==> config.mk <==
export PLATFORM = sky130hd
export DESIGN_NAME = tick_alarm_timer
export DESIGN_NICKNAME = d
export VERILOG_FILES = /design/src/rtl/stimer_pkg.sv /design/src/rtl/stimer_counter.sv /design/src/rtl/stimer_comparator.sv /design/src/rtl/stimer_irq.sv /design/src/rtl/tick_alarm_timer.sv
export SDC_FILE = /design/constraint.sdc
export NUM_CORES = 2
export LEC_CHECK = 0
export ABC_AREA = 1
export BUFFER_PORTS_ARGS = -buffer_cell sky130_fd_sc_hd__buf_2
export CORE_ASPECT_RATIO = 1.5
export CORE_UTILIZATION = 35
export DETAILED_ROUTE_END_ITERATION = 7
export PLACE_DENSITY = 0.62
export SYNTH_ARGS = -nofsm -noshare
export SYNTH_HDL_FRONTEND = slang
export SYNTH_SLANG_ARGS = --single-unit
==> constraint.sdc <==
create_clock -name clk -period 3.6 [get_ports clk]
set_input_delay 0.18 -clock clk [delete_from_list [all_inputs] [get_ports clk]]
set_output_delay 0.18 -clock clk [all_outputs]
set_load 0.1 [all_outputs]
==> src/rtl/stimer_pkg.sv <==
package stimer_pkg;
   // register word addresses
   localparam int unsigned ADDR_W      = 5;
   localparam int unsigned MAX_UNITS   = 4;
   localparam int unsigned CTRL_STRIDE = 4;
   localparam int unsigned A_CTRL      = 0;
   localparam int unsigned A_LOADGO    = 1;
   localparam int unsigned A_INT_ENA   = 2;
   localparam int unsigned A_INT_STAT  = 3;
   localparam int unsigned A_LOAD_BASE = 4;
   localparam int unsigned A_CNT_BASE  = 8;
   localparam int unsigned A_CFG_BASE  = 12;
   localparam int unsigned A_TGT_BASE  = 16;
   localparam int unsigned A_PER_BASE  = 20;

   // bit positions inside a per-counter control nibble
   localparam int unsigned CB_RUN  = 0;
   localparam int unsigned CB_SCPU = 1;
   localparam int unsigned CB_SDBG = 2;

   // bit positions inside a comparator configuration word
   localparam int unsigned FB_EN  = 0;
   localparam int unsigned FB_PER = 1;
   localparam int unsigned FB_SEL = 2;

   typedef struct packed {
      logic run;
      logic pause_cpu;
      logic pause_dbg;
   } cnt_ctrl_t;
endpackage

==> src/rtl/stimer_counter.sv <==
module stimer_counter #(
   parameter int unsigned CNT_W = 52
) (
   input  logic             clk,
   input  logic             rst_n,
   input  logic             tick,
   input  logic             run,
   input  logic             freeze,
   input  logic             load_req,
   input  logic [CNT_W-1:0] load_val,
   output logic [CNT_W-1:0] value
);
   logic pend;

   always_ff @(posedge clk or negedge rst_n) begin
      if (!rst_n) begin
         value <= '0;
         pend  <= 1'b0;
      end else if (tick) begin
         pend <= 1'b0;
         if (pend || load_req) begin
            value <= load_val;
         end else if (run && !freeze) begin
            value <= value + 1'b1;
         end
      end else if (load_req) begin
         pend <= 1'b1;
      end
   end
endmodule

==> src/rtl/stimer_comparator.sv <==
module stimer_comparator #(
   parameter int unsigned CNT_W    = 52,
   parameter int unsigned PERIOD_W = 26
) (
   input  logic                clk,
   input  logic                rst_n,
   input  logic                en,
   input  logic                per_mode,
   input  logic                cfg_wr,
   input  logic                cfg_en_new,
   input  logic                cfg_per_new,
   input  logic                tgt_wr,
   input  logic [CNT_W-1:0]    tgt_wdata,
   input  logic [PERIOD_W-1:0] period,
   input  logic [CNT_W-1:0]    cnt_val,
   output logic                hit,
   output logic [CNT_W-1:0]    target
);
   logic             armed;
   logic [CNT_W-1:0] step;

   assign step = CNT_W'(period);
   assign hit  = en && armed && (cnt_val >= target);

   always_ff @(posedge clk or negedge rst_n) begin
      if (!rst_n) begin
         target <= '0;
         armed  <= 1'b0;
      end else if (tgt_wr) begin
         target <= tgt_wdata;
         armed  <= 1'b1;
      end else if (cfg_wr) begin
         armed <= cfg_en_new;
         if (cfg_en_new && cfg_per_new) begin
            target <= cnt_val + step;
         end
      end else if (hit) begin
         if (per_mode) begin
            target <= target + step;
         end else begin
            armed <= 1'b0;
         end
      end
   end
endmodule

==> src/rtl/stimer_irq.sv <==
module stimer_irq #(
   parameter int unsigned N = 3
) (
   input  logic         clk,
   input  logic         rst_n,
   input  logic [N-1:0] hit,
   input  logic         ena_wr,
   input  logic         stat_wr,
   input  logic [N-1:0] wdata,
   output logic [N-1:0] ena,
   output logic [N-1:0] status,
   output logic [N-1:0] irq
);
   logic [N-1:0] clr;

   assign clr = stat_wr ? wdata : '0;
   assign irq = status & ena;

   always_ff @(posedge clk or negedge rst_n) begin
      if (!rst_n) begin
         ena    <= '0;
         status <= '0;
      end else begin
         if (ena_wr) begin
            ena <= wdata;
         end
         status <= (status & ~clr) | hit;
      end
   end
endmodule

==> src/rtl/tick_alarm_timer.sv <==
module tick_alarm_timer
   import stimer_pkg::*;
#(
   parameter int unsigned NUM_CNT  = 2,
   parameter int unsigned NUM_CMP  = 3,
   parameter int unsigned CNT_W    = 52,
   parameter int unsigned PERIOD_W = 26,
   parameter int unsigned DATA_W   = 64
) (
   input  logic              clk,
   input  logic              rst_n,
   input  logic              tick,
   input  logic              cpu_stall,
   input  logic              dbg_halt,
   input  logic              reg_wr,
   input  logic [ADDR_W-1:0] reg_addr,
   input  logic [DATA_W-1:0] reg_wdata,
   output logic [DATA_W-1:0] reg_rdata,
   output logic [NUM_CMP-1:0] irq
);
   localparam int unsigned SEL_W = (NUM_CNT > 1) ? $clog2(NUM_CNT) : 1;

   // elaboration-time parameter checks
   if (NUM_CNT < 1 || NUM_CNT > MAX_UNITS) begin : g_bad_cnt
      $error("NUM_CNT out of range");
   end
   if (NUM_CMP < 1 || NUM_CMP > MAX_UNITS) begin : g_bad_cmp
      $error("NUM_CMP out of range");
   end
   if (PERIOD_W > CNT_W) begin : g_bad_per
      $error("PERIOD_W exceeds CNT_W");
   end
   if (CNT_W > DATA_W || CTRL_STRIDE * NUM_CNT > DATA_W) begin : g_bad_data
      $error("DATA_W too narrow");
   end

   cnt_ctrl_t [NUM_CNT-1:0]             cctl;
   logic [NUM_CNT-1:0][CNT_W-1:0]       load_val;
   logic [NUM_CNT-1:0][CNT_W-1:0]       cnt_val;
   logic [NUM_CNT-1:0]                  load_go;
   logic [NUM_CNT-1:0]                  load_wr;
   logic [NUM_CNT-1:0]                  freeze;

   logic [NUM_CMP-1:0]                  cmp_en;
   logic [NUM_CMP-1:0]                  cmp_per;
   logic [NUM_CMP-1:0][SEL_W-1:0]       cmp_sel;
   logic [NUM_CMP-1:0][SEL_W-1:0]       sel_eff;
   logic [NUM_CMP-1:0][PERIOD_W-1:0]    cmp_period;
   logic [NUM_CMP-1:0][CNT_W-1:0]       cmp_tgt;
   logic [NUM_CMP-1:0][CNT_W-1:0]       cmp_cnt;
   logic [NUM_CMP-1:0]                  cmp_hit;
   logic [NUM_CMP-1:0]                  cfg_wr;
   logic [NUM_CMP-1:0]                  tgt_wr;
   logic [NUM_CMP-1:0]                  per_wr;
   logic [NUM_CMP-1:0]                  cmp_wr;

   logic                                ctrl_wr;
   logic                                ena_wr;
   logic                                stat_wr;
   logic [NUM_CMP-1:0]                  int_ena;
   logic [NUM_CMP-1:0]                  int_stat;

   if (DATA_W > CNT_W) begin : g_sink
      logic unused_wdata_hi;
      assign unused_wdata_hi = ^reg_wdata[DATA_W-1:CNT_W];
   end

   // ---------------- write decode ----------------
   assign ctrl_wr = reg_wr && (reg_addr == ADDR_W'(A_CTRL));
   assign ena_wr  = reg_wr && (reg_addr == ADDR_W'(A_INT_ENA));
   assign stat_wr = reg_wr && (reg_addr == ADDR_W'(A_INT_STAT));

   always_comb begin
      for (int c = 0; c < NUM_CNT; c++) begin
         load_wr[c] = reg_wr && (reg_addr == ADDR_W'(A_LOAD_BASE + c));
         load_go[c] = reg_wr && (reg_addr == ADDR_W'(A_LOADGO)) && reg_wdata[c];
         freeze[c]  = (cctl[c].pause_cpu && cpu_stall) ||
                      (cctl[c].pause_dbg && dbg_halt);
      end
      for (int k = 0; k < NUM_CMP; k++) begin
         cfg_wr[k] = reg_wr && (reg_addr == ADDR_W'(A_CFG_BASE + k));
         tgt_wr[k] = reg_wr && (reg_addr == ADDR_W'(A_TGT_BASE + k));
         per_wr[k] = reg_wr && (reg_addr == ADDR_W'(A_PER_BASE + k));
         cmp_wr[k] = cfg_wr[k] || tgt_wr[k];
      end
   end

   // ---------------- configuration storage ----------------
   always_ff @(posedge clk or negedge rst_n) begin
      if (!rst_n) begin
         cctl     <= '0;
         load_val <= '0;
      end else begin
         for (int c = 0; c < NUM_CNT; c++) begin
            if (ctrl_wr) begin
               cctl[c].run       <= reg_wdata[CTRL_STRIDE*c + CB_RUN];
               cctl[c].pause_cpu <= reg_wdata[CTRL_STRIDE*c + CB_SCPU];
               cctl[c].pause_dbg <= reg_wdata[CTRL_STRIDE*c + CB_SDBG];
            end
            if (load_wr[c]) begin
               load_val[c] <= reg_wdata[CNT_W-1:0];
            end
         end
      end
   end

   always_ff @(posedge clk or negedge rst_n) begin
      if (!rst_n) begin
         cmp_en     <= '0;
         cmp_per    <= '0;
         cmp_sel    <= '0;
         cmp_period <= '0;
      end else begin
         for (int k = 0; k < NUM_CMP; k++) begin
            if (cfg_wr[k]) begin
               cmp_en[k]  <= reg_wdata[FB_EN];
               cmp_per[k] <= reg_wdata[FB_PER];
               cmp_sel[k] <= reg_wdata[FB_SEL +: SEL_W];
            end
            if (per_wr[k]) begin
               cmp_period[k] <= reg_wdata[PERIOD_W-1:0];
            end
         end
      end
   end

   // ---------------- counters ----------------
   for (genvar c = 0; c < NUM_CNT; c++) begin : g_cnt
      stimer_counter #(
         .CNT_W (CNT_W)
      ) u_cnt (
         .clk      (clk),
         .rst_n    (rst_n),
         .tick     (tick),
         .run      (cctl[c].run),
         .freeze   (freeze[c]),
         .load_req (load_go[c]),
         .load_val (load_val[c]),
         .value    (cnt_val[c])
      );
   end

   // ---------------- counter routing to comparators ----------------
   always_comb begin
      for (int k = 0; k < NUM_CMP; k++) begin
         sel_eff[k] = cfg_wr[k] ? reg_wdata[FB_SEL +: SEL_W] : cmp_sel[k];
         cmp_cnt[k] = cnt_val[0];
         for (int c = 0; c < NUM_CNT; c++) begin
            if (sel_eff[k] == SEL_W'(c)) begin
               cmp_cnt[k] = cnt_val[c];
            end
         end
      end
   end

   // ---------------- comparators ----------------
   for (genvar k = 0; k < NUM_CMP; k++) begin : g_cmp
      stimer_comparator #(
         .CNT_W    (CNT_W),
         .PERIOD_W (PERIOD_W)
      ) u_cmp (
         .clk         (clk),
         .rst_n       (rst_n),
         .en          (cmp_en[k]),
         .per_mode    (cmp_per[k]),
         .cfg_wr      (cfg_wr[k]),
         .cfg_en_new  (reg_wdata[FB_EN]),
         .cfg_per_new (reg_wdata[FB_PER]),
         .tgt_wr      (tgt_wr[k]),
         .tgt_wdata   (reg_wdata[CNT_W-1:0]),
         .period      (cmp_period[k]),
         .cnt_val     (cmp_cnt[k]),
         .hit         (cmp_hit[k]),
         .target      (cmp_tgt[k])
      );
   end

   // ---------------- interrupt status ----------------
   stimer_irq #(
      .N (NUM_CMP)
   ) u_irq (
      .clk     (clk),
      .rst_n   (rst_n),
      .hit     (cmp_hit),
      .ena_wr  (ena_wr),
      .stat_wr (stat_wr),
      .wdata   (reg_wdata[NUM_CMP-1:0]),
      .ena     (int_ena),
      .status  (int_stat),
      .irq     (irq)
   );

   // ---------------- read mux ----------------
   always_comb begin
      reg_rdata = '0;
      if (reg_addr == ADDR_W'(A_CTRL)) begin
         for (int c = 0; c < NUM_CNT; c++) begin
            reg_rdata[CTRL_STRIDE*c + CB_RUN]  = cctl[c].run;
            reg_rdata[CTRL_STRIDE*c + CB_SCPU] = cctl[c].pause_cpu;
            reg_rdata[CTRL_STRIDE*c + CB_SDBG] = cctl[c].pause_dbg;
         end
      end
      if (reg_addr == ADDR_W'(A_INT_ENA)) begin
         reg_rdata = DATA_W'(int_ena);
      end
      if (reg_addr == ADDR_W'(A_INT_STAT)) begin
         reg_rdata = DATA_W'(int_stat);
      end
      for (int c = 0; c < NUM_CNT; c++) begin
         if (reg_addr == ADDR_W'(A_LOAD_BASE + c)) begin
            reg_rdata = DATA_W'(load_val[c]);
         end
         if (reg_addr == ADDR_W'(A_CNT_BASE + c)) begin
            reg_rdata = DATA_W'(cnt_val[c]);
         end
      end
      for (int k = 0; k < NUM_CMP; k++) begin
         if (reg_addr == ADDR_W'(A_CFG_BASE + k)) begin
            reg_rdata[FB_EN]            = cmp_en[k];
            reg_rdata[FB_PER]           = cmp_per[k];
            reg_rdata[FB_SEL +: SEL_W]  = cmp_sel[k];
         end
         if (reg_addr == ADDR_W'(A_TGT_BASE + k)) begin
            reg_rdata = DATA_W'(cmp_tgt[k]);
         end
         if (reg_addr == ADDR_W'(A_PER_BASE + k)) begin
            reg_rdata = DATA_W'(cmp_period[k]);
         end
      end
   end
endmodule

==> flow_summary.rst <==
.. list-table::
   :header-rows: 1

   * - Metric
     - Value
   * - Class of the tightest hold or removal check
     - input port to flop
   * - Post-synthesis area per instance
     - 6.52 um2
   * - Number of buffers between clock root and the deepest sink
     - 3
   * - Met1 global-route usage
     - 43.4%
   * - Max-slew violations
     - 0
   * - Clock latency of the later-clocked register in the worst-skew pair
     - 0.71 ns
   * - Area contributors post-synth
     - sky130_fd_sc_hd__dfrtp_1 (30%), sky130_fd_sc_hd__nand2_1 (16%), sky130_fd_sc_hd__o21ai_0 (10%)
   * - Net total in the final layout
     - 7263
   * - Fraction of layout instances using a drive strength above 1
     - 26.7%
   * - Cell Chain, Critical Path
     - inv_2 > nand2_4 > nand2_8 > buf_12 > buf_12 > nand2_1 > and2_1 > ha_4 > a21oi_2 > nor2_1 > nor2_1 > nand3_2 > nand2_2 > nand4_1 > nor2_2 > nand3_4 > nand2_4 > buf_6 > nand3_4 > o21ai_4 > clkbuf_16 > nor2_2 > a21oi_2
   * - Count of synthesis-stage warnings from yosys
     - 0
   * - Count of endpoints failing setup in the final report
     - 71
   * - Startpoint of the tightest hold check path
     - reg_wdata[30]
   * - Number of antenna violations at the first check in global routing
     - 34
   * - Number of distinct library cells after synthesis
     - 55
   * - Critical path's largest stage delay
     - 0.40 ns
   * - Met2 track demand over resource
     - 66.2%
   * - Root buffer cell
     - sky130_fd_sc_hd__clkbuf_16
   * - Fin util
     - 50.5%
   * - DRC
     - 52
   * - Effective utilization at floorplan
     - 35.4%
   * - Static Leak
     - 0.0266 uW
   * - Post-synthesis to final-layout area growth
     - 42.7%
   * - Critical path fanouts, max
     - 8
   * - Sequential Area
     - 0.0117 mm2
   * - Min Clock Period, post-route
     - 4.15 ns
   * - Setup repair after global routing missed its margin
     - yes
   * - Reg2Reg Launch Point
     - cmp_sel[0]
   * - Primary FF master, synth
     - sky130_fd_sc_hd__dfrtp_1
   * - Height of the die
     - 411 um
   * - Number of synthesized flops with an enable pin
     - 0
   * - Count of maximum capacitance violations
     - 0
   * - CP Capture Type
     - flop
   * - DP Wirelength
     - 173 mm
   * - Clock Skews
     - 0.0342 ns
   * - DRC marker count from the first detailed-route iteration
     - 6036
   * - Overall routed net length
     - 245 mm
   * - Mean number of vias per cell
     - 5.91
   * - Met3 track demand over resource
     - 10.4%
   * - Layout filler cell count
     - 10900
   * - Via Count
     - 50000
   * - Register-to-register setup slack
     - -0.55 ns
   * - Arrival time reported for the critical path endpoint
     - 4.75 ns
   * - R2R cell count
     - 23
   * - Count of buffers inserted at the top-level ports
     - 117
   * - Hold EP
     - g_cmp[2].u_cmp.target[30]
   * - Transition time at the pin with the least slew margin
     - 1.26 ns
   * - Router iterations before antenna repair
     - 8
   * - Library cell contributing the largest single delay on the critical path
     - sky130_fd_sc_hd__dfrtp_1
   * - Total power
     - 44900 uW
   * - Max-slew headroom at the worst pin
     - 15.7%
   * - Required time at the endpoint of the critical path
     - 4.20 ns
   * - Minimum setup slack in the final design
     - -0.546 ns
   * - Outcome
     - finished, violations left
   * - Hold path cells
     - 3
   * - Largest net degree at the start of global routing
     - 105
   * - Post-route fraction of the period consumed by the critical path
     - 115%
   * - Core area
     - 0.110 mm2
   * - Die area
     - 0.113 mm2
   * - Power per standard cell area
     - 806 mW/mm2
   * - H-tree depth reported by CTS
     - 2
   * - Violated checks
     - design-rule violations, negative setup slack
   * - Final ANT Viol Nets
     - 0
   * - CP Class
     - flop to flop
   * - Synth Instances
     - 5992
   * - Register area share after synthesis
     - 30.0%
   * - Vias in the first global route
     - 46500
   * - Fraction of synthesized cell area taken by the top area cell type
     - 30.0%
   * - Width of the die
     - 275 um
   * - Grt ovf
     - 0
   * - Worst IR Drop VDD
     - 0.444 mV
   * - Most area-hungry cell type in the Yosys netlist
     - sky130_fd_sc_hd__dfrtp_1
   * - # clock sinks
     - 468
   * - Async set or reset register ratio after synthesis
     - 100%
   * - Boundary Pins
     - 142
   * - Maximum clock frequency
     - 241 MHz
   * - Total area of multi-input combinational cells
     - 0.0271 mm2
   * - Total routing usage reported by global routing
     - 41.8%
   * - CTS clock-pin slew for the worst setup and hold paths
     - 0.06 ns
   * - Row cnt
     - 149
   * - Hold Worst Slack
     - 0.0267 ns
   * - Startpoint types
     - flop
   * - Flip-flop and latch count after synthesis
     - 468
   * - Cell area after technology mapping
     - 0.0391 mm2
   * - Crit Reg-Reg Endpoint
     - g_cmp[0].u_cmp.target[48]
   * - GRT Max-Usage Layer
     - met2
   * - Final hold viol count
     - 0
   * - Global-route wire length before repair
     - 335 mm
   * - Weighted congestion reported at the end of routability-driven placement
     - 1.10
   * - Routed length per instance
     - 29.0 um
   * - Clock tree from TritonCTS
     - yes
   * - Cts bufs inserted
     - 55
[cell families (layout without fill, tap and decap cells)]
kind of cell / Yosys count / count (layout) / share of synthesized area, %
fa+ha+maj: 239 / 239 / 7.71
compound gates: 1539 / 1540 / 21.6
other cells: 1 / 42 / 0.00960
simple gates: 2691 / 2695 / 28.5
xor+xnor: 139 / 139 / 3.12
flops: 468 / 468 / 30.0
buf+inv: 915 / 1899 / 9.14
[cell usage in the layout (no fill, tap or decap), drive strengths merged, types with 6 or more instances in the layout]
cell            n
diode          30
a21boi         11
nand3         280
nand4          78
clkbuf        103
conb           12
a21o           19
o211ai         55
o221ai         10
o21ai         835
nand2        1636
xor2          110
clkinv         15
clkinvlp        7
o21a           11
a21oi         405
nand3b          6
nor4           34
dlygate4sd3    38
buf          1096
dfrtp         468
o21bai         12
a22oi           7
a31oi          19
nor3           71
o2111ai        13
nor2          562
xnor2          29
inv           633
o22ai          92
or2             7
a221oi         38
bufinv          7
ha            236
and2           12
[report_power, final]
group | leakage [uW] | total (uW) | switching (uW) | internal, uW
sequential | 0.00583 | 8670 | 1680 | 6990
clock | 0.000953 | 6400 | 2780 | 3620
combinational | 0.0198 | 29800 | 17800 | 12000
total | 0.0266 | 44900 | 22300 | 22700
[worst max-delay path by stage]
stage            startpoint                        end  slack [ns]  cells after the start
6_report         cmp_sel[0]  g_cmp[0].u_cmp.target[48]       -0.55                     23
5_1_grt          cmp_sel[0]  g_cmp[0].u_cmp.target[48]       -0.60                     23
4_1_cts          cmp_sel[0]  g_cmp[0].u_cmp.target[29]      -0.001                     26
3_5_place_dp   reg_wdata[2]  g_cmp[1].u_cmp.target[42]       -1.11                     26
3_3_place_gp   reg_wdata[2]  g_cmp[1].u_cmp.target[42]       -1.11                     26
2_1_floorplan   reg_addr[4]  g_cmp[1].u_cmp.target[28]       -0.03                     25
[synthesized netlist by cell type (all sizes together), types with 3 or more instances]
cell and instances:
a21boi 11, a21o 19, a21oi 405, a221oi 38, a22oi 7, a2bb2oi 5, a31oi 19, and2 12
buf 63, clkbuf 213, clkinv 4, dfrtp 468, fa 3, ha 236, inv 635, nand2 1632
nand3 280, nand3b 6, nand4 78, nor2 562, nor3 71, nor3b 4, nor4 34, o2111ai 13
o211ai 55, o21a 11, o21ai 834, o21bai 12, o221ai 10, o22ai 92, o32ai 3, or2 7
xnor2 29, xor2 110
[what timing repair did]
item | 4_1_cts | 5_1_grt
gates cloned | 9 | 37
buffers inserted | 36 | 82
hold endpoints to repair | 128 | 0
endpoints found under the setup margin | 160 | 168
hold buffers | 38 | 0
resized for setup | 204 | 767
pin swaps | 51 | 213
[flip-flops by register name, indices dropped and copies added, names as in the netlist, 6 cells and up]
register and cells:
g_cmp.u_cmp.target 156, cctl 6, g_cnt.u_cnt.value 104, cmp_period 78, load_val 104
[layer usage]
layer / up-vias / routed length (um)
li1: 21900 / -
met1: 23600 / 79600
met3: 1267 / 21500
met4: 8 / 33700
met5: - / 47
met2: 3196 / 110000
[final cells by class]
type,count,area share (%)
Clock buffer,78,2.89
Inverter,639,4.40
Multi-Input combinational cell,4625,48.6
Timing Repair inverter,1,0.0202
Timing Repair Buffer,1159,19.1
Tap cell,1434,3.22
Sequential cell,468,21.0
Clock inverter,22,0.604
Antenna cell,30,0.135
[worst max-delay path: cells and delay by family, from the launching register on]
kind                     cells  cell delay [ns]
adder cells (fa/ha/maj)      1             0.23
flip-flops                   1             0.40
buffers and inverters        5             0.86
AND/OR/NAND/NOR             14             1.84
AO/OA/AOI/OAI                3             0.61
[per-stage QoR]
step / std cells / TNS, ns / instance area [um2] / setup WS (ns)
global route: 8430 / -28.77 / 55700 / -0.601
floorplan: 6003 / -0.0495 / 39200 / -0.0274
detailed placement: 8138 / -130.11 / 48000 / -1.11
finish: 8456 / -21.14 / 55700 / -0.546
global placement: 8138 / -123.90 / 48000 / -1.11
CTS: 8318 / -0.00169 / 51500 / -0.00128
Note: power is estimated with default switching activity, not from simulation.
